$ cat config.mk
export PLATFORM = sky130hd
export DESIGN_NAME = strap_reset_dispatch
export DESIGN_NICKNAME = d
export VERILOG_FILES = /design/src/rtl/strap_pkg.sv /design/src/rtl/rst_arbiter.sv /design/src/rtl/strap_latch.sv /design/src/rtl/boot_dispatch.sv /design/src/rtl/strap_reset_dispatch.sv
export SDC_FILE = /design/constraint.sdc
export NUM_CORES = 1
export LEC_CHECK = 0
export BUFFER_PORTS_ARGS = -buffer_cell sky130_fd_sc_hd__buf_2
export CELL_PAD_IN_SITES_DETAIL_PLACEMENT = 1
export CELL_PAD_IN_SITES_GLOBAL_PLACEMENT = 2
export CORE_AREA = 4 4 103 105
export CTS_CLUSTER_DIAMETER = 100
export CTS_CLUSTER_SIZE = 28
export DETAILED_ROUTE_END_ITERATION = 16
export DIE_AREA = 0 0 107 109
export GPL_TIMING_DRIVEN = 1
export PLACE_DENSITY_LB_ADDON = 0.1
export SYNTH_ARGS = -nofsm -noshare
export SYNTH_HDL_FRONTEND = slang
export SYNTH_SLANG_ARGS = --single-unit
export TNS_END_PERCENT = 100
$ cat constraint.sdc
create_clock -name clk -period 2 [get_ports clk]
set_input_delay 0.6 -clock clk [delete_from_list [all_inputs] [get_ports clk]]
set_output_delay 0.6 -clock clk [all_outputs]
set_load 0.005 [all_outputs]
$ cat src/rtl/strap_pkg.sv
package strap_pkg;
  // Numeric order encodes priority: larger value wins
  typedef enum logic [2:0] {
    RK_NONE  = 3'd0,
    RK_LOCAL = 3'd1,
    RK_SOFT  = 3'd2,
    RK_FULL  = 3'd3,
    RK_POR   = 3'd4
  } rst_kind_e;
endpackage

$ cat src/rtl/rst_arbiter.sv
module rst_arbiter
  import strap_pkg::*;
(
  input  logic      clk,
  input  logic      por_req,
  input  logic      full_req,
  input  logic      soft_req,
  input  logic      local_req,
  output logic      release_p,
  output rst_kind_e rel_kind
);
  rst_kind_e req_kind;
  rst_kind_e kind_q;
  logic      active_q;

  always_comb begin
    if (por_req)        req_kind = RK_POR;
    else if (full_req)  req_kind = RK_FULL;
    else if (soft_req)  req_kind = RK_SOFT;
    else if (local_req) req_kind = RK_LOCAL;
    else                req_kind = RK_NONE;
  end

  // Remember the strongest request of the current window
  always_ff @(posedge clk) begin
    if (por_req) begin
      active_q <= 1'b1;
      kind_q   <= RK_POR;
    end else if (req_kind != RK_NONE) begin
      active_q <= 1'b1;
      if (!active_q || (req_kind > kind_q)) kind_q <= req_kind;
    end else begin
      active_q <= 1'b0;
    end
  end

  assign release_p = active_q && (req_kind == RK_NONE);
  assign rel_kind  = kind_q;
endmodule

$ cat src/rtl/strap_latch.sv
module strap_latch #(
  parameter int DEV_W = 3,
  parameter int CFG_W = 7,
  parameter int PLL_W = 3,
  parameter int NUM_BYP = 2,
  parameter logic [NUM_BYP*DEV_W-1:0] BYP_CODES = {3'd6, 3'd5},
  localparam int STRAP_W = DEV_W + CFG_W + PLL_W
) (
  input  logic               clk,
  input  logic               por_req,
  input  logic               capture,
  input  logic [STRAP_W-1:0] strap,
  output logic [DEV_W-1:0]   boot_dev,
  output logic [CFG_W-1:0]   dev_cfg,
  output logic [PLL_W-1:0]   pll_sel,
  output logic [PLL_W-1:0]   ext_cfg,
  output logic               pll_bypass
);
  localparam int CFG_LO = DEV_W;
  localparam int PLL_LO = DEV_W + CFG_W;

  logic [DEV_W-1:0] dev_in;
  logic [PLL_W-1:0] top_in;
  logic [NUM_BYP-1:0] byp_hit;
  logic byp_in;

  assign dev_in = strap[DEV_W-1:0];
  assign top_in = strap[PLL_LO +: PLL_W];

  for (genvar i = 0; i < NUM_BYP; i++) begin : g_byp
    assign byp_hit[i] = (dev_in == BYP_CODES[i*DEV_W +: DEV_W]);
  end
  assign byp_in = |byp_hit;

  always_ff @(posedge clk) begin
    if (por_req) begin
      boot_dev   <= '0;
      dev_cfg    <= '0;
      pll_sel    <= '0;
      ext_cfg    <= '0;
      pll_bypass <= 1'b0;
    end else if (capture) begin
      boot_dev   <= dev_in;
      dev_cfg    <= strap[CFG_LO +: CFG_W];
      pll_bypass <= byp_in;
      pll_sel    <= byp_in ? '0 : top_in;
      ext_cfg    <= byp_in ? top_in : '0;
    end
  end
endmodule

$ cat src/rtl/boot_dispatch.sv
module boot_dispatch
  import strap_pkg::*;
#(
  parameter int ADDR_W = 32
) (
  input  logic              clk,
  input  logic              por_req,
  input  logic              release_p,
  input  rst_kind_e         rel_kind,
  input  logic              hib_flag,
  input  logic [ADDR_W-1:0] hib_addr,
  output logic              boot_start,
  output logic              resume_req,
  output logic [ADDR_W-1:0] resume_addr,
  output logic              core_rst_pulse
);
  always_ff @(posedge clk) begin
    if (por_req) begin
      boot_start     <= 1'b0;
      resume_req     <= 1'b0;
      core_rst_pulse <= 1'b0;
      resume_addr    <= '0;
    end else begin
      boot_start     <= 1'b0;
      resume_req     <= 1'b0;
      core_rst_pulse <= 1'b0;
      if (release_p) begin
        unique case (rel_kind)
          RK_POR, RK_FULL: begin
            if (hib_flag) begin
              resume_req  <= 1'b1;
              resume_addr <= hib_addr;
            end else begin
              boot_start <= 1'b1;
            end
          end
          RK_SOFT:  boot_start     <= 1'b1;
          RK_LOCAL: core_rst_pulse <= 1'b1;
          default:  ;
        endcase
      end
    end
  end
endmodule

$ cat src/rtl/strap_reset_dispatch.sv
module strap_reset_dispatch
  import strap_pkg::*;
#(
  parameter int DEV_W  = 3,
  parameter int CFG_W  = 7,
  parameter int PLL_W  = 3,
  parameter int ADDR_W = 32,
  localparam int STRAP_W = DEV_W + CFG_W + PLL_W
) (
  input  logic               clk,
  input  logic               por_req,
  input  logic               full_req,
  input  logic               soft_req,
  input  logic               local_req,
  input  logic [STRAP_W-1:0] strap_pins,
  input  logic               hib_flag,
  input  logic [ADDR_W-1:0]  hib_addr,
  output logic [DEV_W-1:0]   boot_dev,
  output logic [CFG_W-1:0]   dev_cfg,
  output logic [PLL_W-1:0]   pll_sel,
  output logic [PLL_W-1:0]   ext_cfg,
  output logic               pll_bypass,
  output logic               boot_start,
  output logic               resume_req,
  output logic [ADDR_W-1:0]  resume_addr,
  output logic               core_rst_pulse
);
  logic      release_p;
  rst_kind_e rel_kind;
  logic      capture;

  rst_arbiter u_arb (
    .clk(clk), .por_req(por_req), .full_req(full_req),
    .soft_req(soft_req), .local_req(local_req),
    .release_p(release_p), .rel_kind(rel_kind)
  );

  assign capture = release_p && (rel_kind == RK_POR);

  strap_latch #(.DEV_W(DEV_W), .CFG_W(CFG_W), .PLL_W(PLL_W)) u_latch (
    .clk(clk), .por_req(por_req), .capture(capture), .strap(strap_pins),
    .boot_dev(boot_dev), .dev_cfg(dev_cfg), .pll_sel(pll_sel),
    .ext_cfg(ext_cfg), .pll_bypass(pll_bypass)
  );

  boot_dispatch #(.ADDR_W(ADDR_W)) u_disp (
    .clk(clk), .por_req(por_req), .release_p(release_p), .rel_kind(rel_kind),
    .hib_flag(hib_flag), .hib_addr(hib_addr),
    .boot_start(boot_start), .resume_req(resume_req),
    .resume_addr(resume_addr), .core_rst_pulse(core_rst_pulse)
  );
endmodule

## Word-level counts from Yosys, hierarchy flattened

Cells that the tools add are included.

- Bits in registers: 56
- Latch bits: 0
- Memory bits (writable): 0
- Bits in read-only memories: 0
- Output and inout port bits: 52
- Word-level logic and storage cells: 43
- Memories kept: 0

- Add/sub/neg operators: 0
- Multiply operators: 0
- Div/mod/pow operators: 0
- Order comparisons: 1
- Eq/ne operators: 6
- Shift operators: 0
- Multiplexer cells: 11
- Bitwise operators: 2
- Reductions and logical operators: 12

Operator list:

| cell | count |
|---|---|
| 3-bit 2-to-1 mux | 5 |
| 3-bit == test, second input constant | 3 |
| 3-bit by 2-bit == test with 1-bit output, second input constant | 2 |
| 2-bit OR reduction | 3 |
| 1-bit 2-to-1 mux | 5 |
| 3-bit by 1-bit == test with 1-bit output, second input constant | 1 |
| 3-bit > comparator | 1 |
| 3-bit logical NOT | 1 |
| 3-bit AND reduction | 1 |
| 3-bit nonzero test | 1 |
| 3-bit OR reduction | 1 |
| 1-bit logical AND | 2 |
| 1-bit NOT | 2 |
| 1-bit case mux with 2 select lines | 1 |
| 2-bit AND reduction | 1 |
| 1-bit logical NOT | 1 |
| 1-bit logical OR | 1 |

## Depth between registers and ports, before layout

- Depth in word-level cells: 8
- Gate-level depth with buffers: 7
- Depth with buffers taken out: 7

## Cells and area by module

Synthesis repeated with hierarchy kept, for this count alone.

- Cells, all modules: 244
- Area total of the unflattened synthesis: 2,509.9 um^2

Modules (own cells, without submodules):

| module | times used | cells each | area each (um^2) |
|---|---|---|---|
| boot_dispatch | 1 | 153 | 1,584.0 |
| strap_latch | 1 | 61 | 665.6 |
| rst_arbiter | 1 | 29 | 247.7 |
| strap_reset_dispatch | 1 | 1 | 12.5 |

## Worst setup path after synthesis

OpenSTA, ideal clock, no wires.

- Path type: input to register
- Start: input por_req
- End: register u_arb.kind_q[1], in the netlist u_arb.rel_kind[1]
- Library setup time: 0.116 ns
- Arrival: 1.917 ns
- Data required time: 1.884 ns
- Path slack: -0.034 ns
- Stages: 7
- Path buffers: 1
- Cell sequence: buf_2 > o21bai_1 > ha_1 > and3_1 > o21ai_0 > a311oi_1 > a31o_2

- Longest elaborated chain between the ends: 4
- Elaborated cells on any way between the ends: 5
- Those cells by class: 1 x order compare; 1 x mux; 3 x reduce/logical

Ends and longest elaborated chain:

| element | RTL line | RTL |
|---|---|---|
| start: declaration | strap_reset_dispatch.sv:11 | `input logic por_req,` |
| 3-bit 2-to-1 mux | rst_arbiter.sv:17 | `if (por_req) req_kind = RK_POR;` |
| 3-bit > comparator | rst_arbiter.sv:31 | `if (!active_q \|\| (req_kind > kind_q)) kind_q <= req_kind;` |
| 1-bit logical OR | rst_arbiter.sv:31 |  |
| 2-bit AND reduction (no line) | -- |  |
| end signal: assignment | rst_arbiter.sv:31 |  |
| end: declaration | rst_arbiter.sv:13 | `rst_kind_e kind_q;` |

Several ways; a longest one is shown, not always the timed one.
A chain may end at the register's enable or synchronous reset.

## Worst setup path in the final report

- Start: input local_req
- End: register u_arb.kind_q[1], in the netlist u_arb.rel_kind[1]

- Longest elaborated chain between the ends: 7
- Elaborated cells on any way between the ends: 8
- Those cells by class: 1 x order compare; 4 x mux; 3 x reduce/logical

Ends and longest elaborated chain:

| element | RTL line | RTL |
|---|---|---|
| start: declaration | strap_reset_dispatch.sv:14 | `input logic local_req,` |
| 1-bit 2-to-1 mux (*) | rst_arbiter.sv:20 | `else if (local_req) req_kind = RK_LOCAL;` |
| 3-bit 2-to-1 mux (*) | rst_arbiter.sv:19 | `else if (soft_req) req_kind = RK_SOFT;` |
| 3-bit 2-to-1 mux (*) | rst_arbiter.sv:18 | `else if (full_req) req_kind = RK_FULL;` |
| 3-bit 2-to-1 mux (*) | rst_arbiter.sv:17 |  |
| 3-bit > comparator | rst_arbiter.sv:31 |  |
| 1-bit logical OR | rst_arbiter.sv:31 |  |
| 2-bit AND reduction (no line) (*) | -- |  |

Mark *: on every way between the ends. The rest lies on a longest branch, timed or not.

==> results.py <==
metrics = {
    "synth": {
        "yosysWarningCount": 0,
        "ys_seq_area_share_pct": 53.4,
        "async_flop_share_pct": 0,
        "synthCells": 257,
        "avgSynthCellArea_um2": 8.17,
        "syn_area_um2": 2100,
        "synth-seq-cells": 56,
        "synthDistinctLibCells": 29,
        "synth_edf_count": 0,
        "synth_ff_type": "dfxtp_1",
        "syn_nets": 311,
    },
    "place": {
        "numPortBuffers": 102,
        "hpwl_mm": 4.96,
        "dpl_cell_area_um2": 2820,
        "gp_congestion": 0.671,
    },
    "timing": {
        "rsz0062_at_grt": "no",
        "slew_headroom_pct": 74.1,
        "post-route-period-util_pct": 90.5,
        "skew_ps": 9.87,
        "tightestPinTransition_ps": 388,
        "period_needed_ps": 1810,
        "setup_tns_ps": 0,
        "setup_violations": 0,
        "finalHoldViolCount": 0,
        "maxSlewViolCount": 0,
        "fmaxAchievable_ghz": 0.552,
    },
    "cts": {
        "cts_resized": 0,
        "cts.sinks": 56,
        "post-cts-setup-buffers": 0,
        "htree_levels": 2,
        "cts_buffer_depth": 2,
        "cts_made_buffers": 5,
        "cts_root_buf": "clkbuf_8",
        "clk_latency_ps": 310,
        "cts_tree": "built",
        "hold_buffers": 0,
        "clk_pin_slew_worst_paths_ps": 100,
    },
    "pwr": {
        "p_leak_uw": 0.00130,
        "powerDensity_nw_per_um2": 786,
        "peakVddDrop_uv": 317,
    },
    "global_route": {
        "antenna_found_initial": 0,
        "grt.total_usage_pct": 11.5,
        "grt_pass1_wl_mm": 10.7,
        "grt_max_degree": 32,
        "grt.overflow.total": 0,
        "grt_pass1_vias": 2163,
    },
    "routing": {
        "drt_first_iter_violations": 26,
        "routed_wl_mm": 6.64,
        "wl_per_cell_um": 13.3,
        "drc_errors": 0,
        "drt-vias-per-instance": 4.18,
        "firstDrtPassIters": 3,
        "postRouteAntennaNets": 0,
        "vias": 2084,
    },
    "worst_setup_path": {
        "crit_fanout": 3,
        "worst_setup_path_start_kind": "primary input",
        "crit_slowest_cell": "ha_1",
        "reg2reg_slack_ps": 340,
        "slowest_delay_ps": 260,
        "crit_arrival_ps": 2020,
        "rr_startpoint": "u_arb.rel_kind[1]$_SDFFE_PP0P_",
        "worstReg2RegEnd": "u_arb.rel_kind[1]$_SDFFE_PP0P_",
        "cp-end-kind": "flip-flop",
        "path_class": "in2reg",
        "reg2reg_depth": 6,
        "critical_path.cell_chain": "buf_2, nor2b_1, o21bai_1, ha_1, and3_1, o21ai_1, a311oi_1, a31o_2",
        "cp.required_ps": 2200,
    },
    "finish": {
        "design_area_um2": 2920,
        "nFillCells": 1236,
        "multi_input_area_um2": 880,
        "antenna_cells": 0,
        "nets": 419,
        "regArea_um2": 1120,
        "area_growth_syn_to_layout_pct": 39.0,
        "drive_gt1_share_pct": 35.0,
    },
    "floorplan": {
        "rows": 36,
        "pin_count": 103,
        "core_area_um2": 9640,
        "initial_utilization_pct": 21.8,
        "die_width_um": 107,
        "die_area_um2": 11700,
        "fp.dieH_um": 109,
    },
    "min_path": {
        "hold_path.class": "reg2reg",
        "whs_path_depth": 2,
        "hold_path.startpoint": "u_disp.resume_addr[14]$_SDFFE_PP0P_",
        "hold-path-endpoint": "u_disp.resume_addr[14]$_SDFFE_PP0P_",
    },
    "outcome": {
        "status": "finished, final reports clean",
    },
    "flow_run": {
        "cap_violations": 0,
    },
}
[through the flow]
stage               hold slack, ps  setup WS [ps]  power [uW]  util, %  instances
floorplan                      448           45.5        1480        -        257
global placement               439          -95.1        1650     29.3        491
detailed placement             447           -135        1660     29.3        491
CTS                            463            204        2350     30.3        499
global route                   478           37.0        2460     30.3        499
finish                         458            189        2290     30.3        499
[registers in the layout, indices dropped and copies added (netlist names)]
signal	cells
u_arb.active_q	1
u_arb.rel_kind	3
u_disp.boot_start	1
u_disp.core_rst_pulse	1
u_disp.resume_addr	32
u_disp.resume_req	1
u_latch.boot_dev	3
u_latch.dev_cfg	7
u_latch.ext_cfg	3
u_latch.pll_bypass	1
u_latch.pll_sel	3
[logic make-up after synthesis]
family                   synth area share (%)
XOR/XNOR                                0.417
buffers and inverters                    4.76
AND/OR/NAND/NOR                          24.5
multiplexers                            0.476
flip-flops                               53.4
adder cells (fa/ha/maj)                  1.79
AO/OA/AOI/OAI                            14.7
[per-layer routing]
layer	track usage (%)	vias to the layer above	part of all wire, %
met5	0	-	0
met4	3.56	0	1.2
met3	4.56	5	8.9
met2	18.6	70	44
met1	14.2	951	46
li1	-	1058	-
[placed cells by master (no fill, tap or decap)]
cell type | netlist | final
clkinv_2 | 0 | 1
o22ai_1 | 1 | 1
inv_6 | 0 | 1
inv_2 | 1 | 1
nand2_1 | 94 | 94
o21ai_1 | 0 | 1
o21bai_1 | 1 | 1
buf_12 | 0 | 2
nor4_4 | 1 | 1
and2_1 | 1 | 1
nor2_1 | 5 | 5
a311oi_1 | 1 | 1
o2111ai_2 | 1 | 1
buf_2 | 2 | 102
ha_1 | 3 | 3
xor2_1 | 1 | 1
mux2i_1 | 1 | 1
and4_1 | 1 | 1
a21o_1 | 1 | 1
and3b_1 | 1 | 1
a21oi_1 | 50 | 50
nor3b_1 | 2 | 2
nor2b_1 | 1 | 1
clkbuf_8 | 0 | 6
buf_4 | 1 | 12
and3_1 | 3 | 3
dfxtp_1 | 56 | 56
nand3_1 | 9 | 9
nand2b_1 | 2 | 2
inv_1 | 3 | 3
a31o_2 | 1 | 1
[synthesized netlist by cell type (all sizes together) (2+ instances only)]
| library cell | count | area [um^2] |
|---|---|---|
| clkbuf | 9 | 33.8 |
| nor2 | 5 | 18.8 |
| nand3 | 9 | 45.0 |
| inv | 4 | 15.0 |
| buf | 6 | 51.3 |
| and3 | 3 | 18.8 |
| nor3b | 2 | 15.0 |
| nand2 | 94 | 353 |
| a21oi | 50 | 250 |
| dfxtp | 56 | 1120 |
| nand2b | 2 | 12.5 |
| ha | 3 | 37.5 |
[area by class of cell]
class / instances / share of cell area (%)
clock inverter: 2 / 0.471
inverter: 4 / 0.514
multi-input combinational: 182 / 30.1
clock buffer: 6 / 2.83
timing repair buffer: 116 / 21.9
tap: 133 / 5.70
sequential: 56 / 38.4
[worst max-delay path, delay by kind of cell]
kind | cells | cell delay, ps
buf+inv | 1 | 130
simple gates | 2 | 320
fa+ha+maj | 1 | 260
compound gates | 4 | 710
[worst max-delay path by stage]
stage	start	cells past startpoint	endpoint	slack (ps)
CTS	local_req	8	u_arb.rel_kind[1]$_SDFFE_PP0P_	200
detailed placement	local_req	8	u_arb.rel_kind[1]$_SDFFE_PP0P_	-140
floorplan	por_req	7	u_arb.rel_kind[1]$_SDFFE_PP0P_	50
finish	local_req	8	u_arb.rel_kind[1]$_SDFFE_PP0P_	190
global route	local_req	8	u_arb.rel_kind[1]$_SDFFE_PP0P_	40
global placement	local_req	8	u_arb.rel_kind[1]$_SDFFE_PP0P_	-100
[where the power goes]
group          leakage (uW)  internal, uW  total [uW]  switching [uW]
clock network     0.0000516           285         671             386
registers          0.000452          1170        1220            57.4
logic              0.000798           189         399             210
total               0.00130          1640        2290             654
Note: power is estimated with default switching activity, not from simulation.
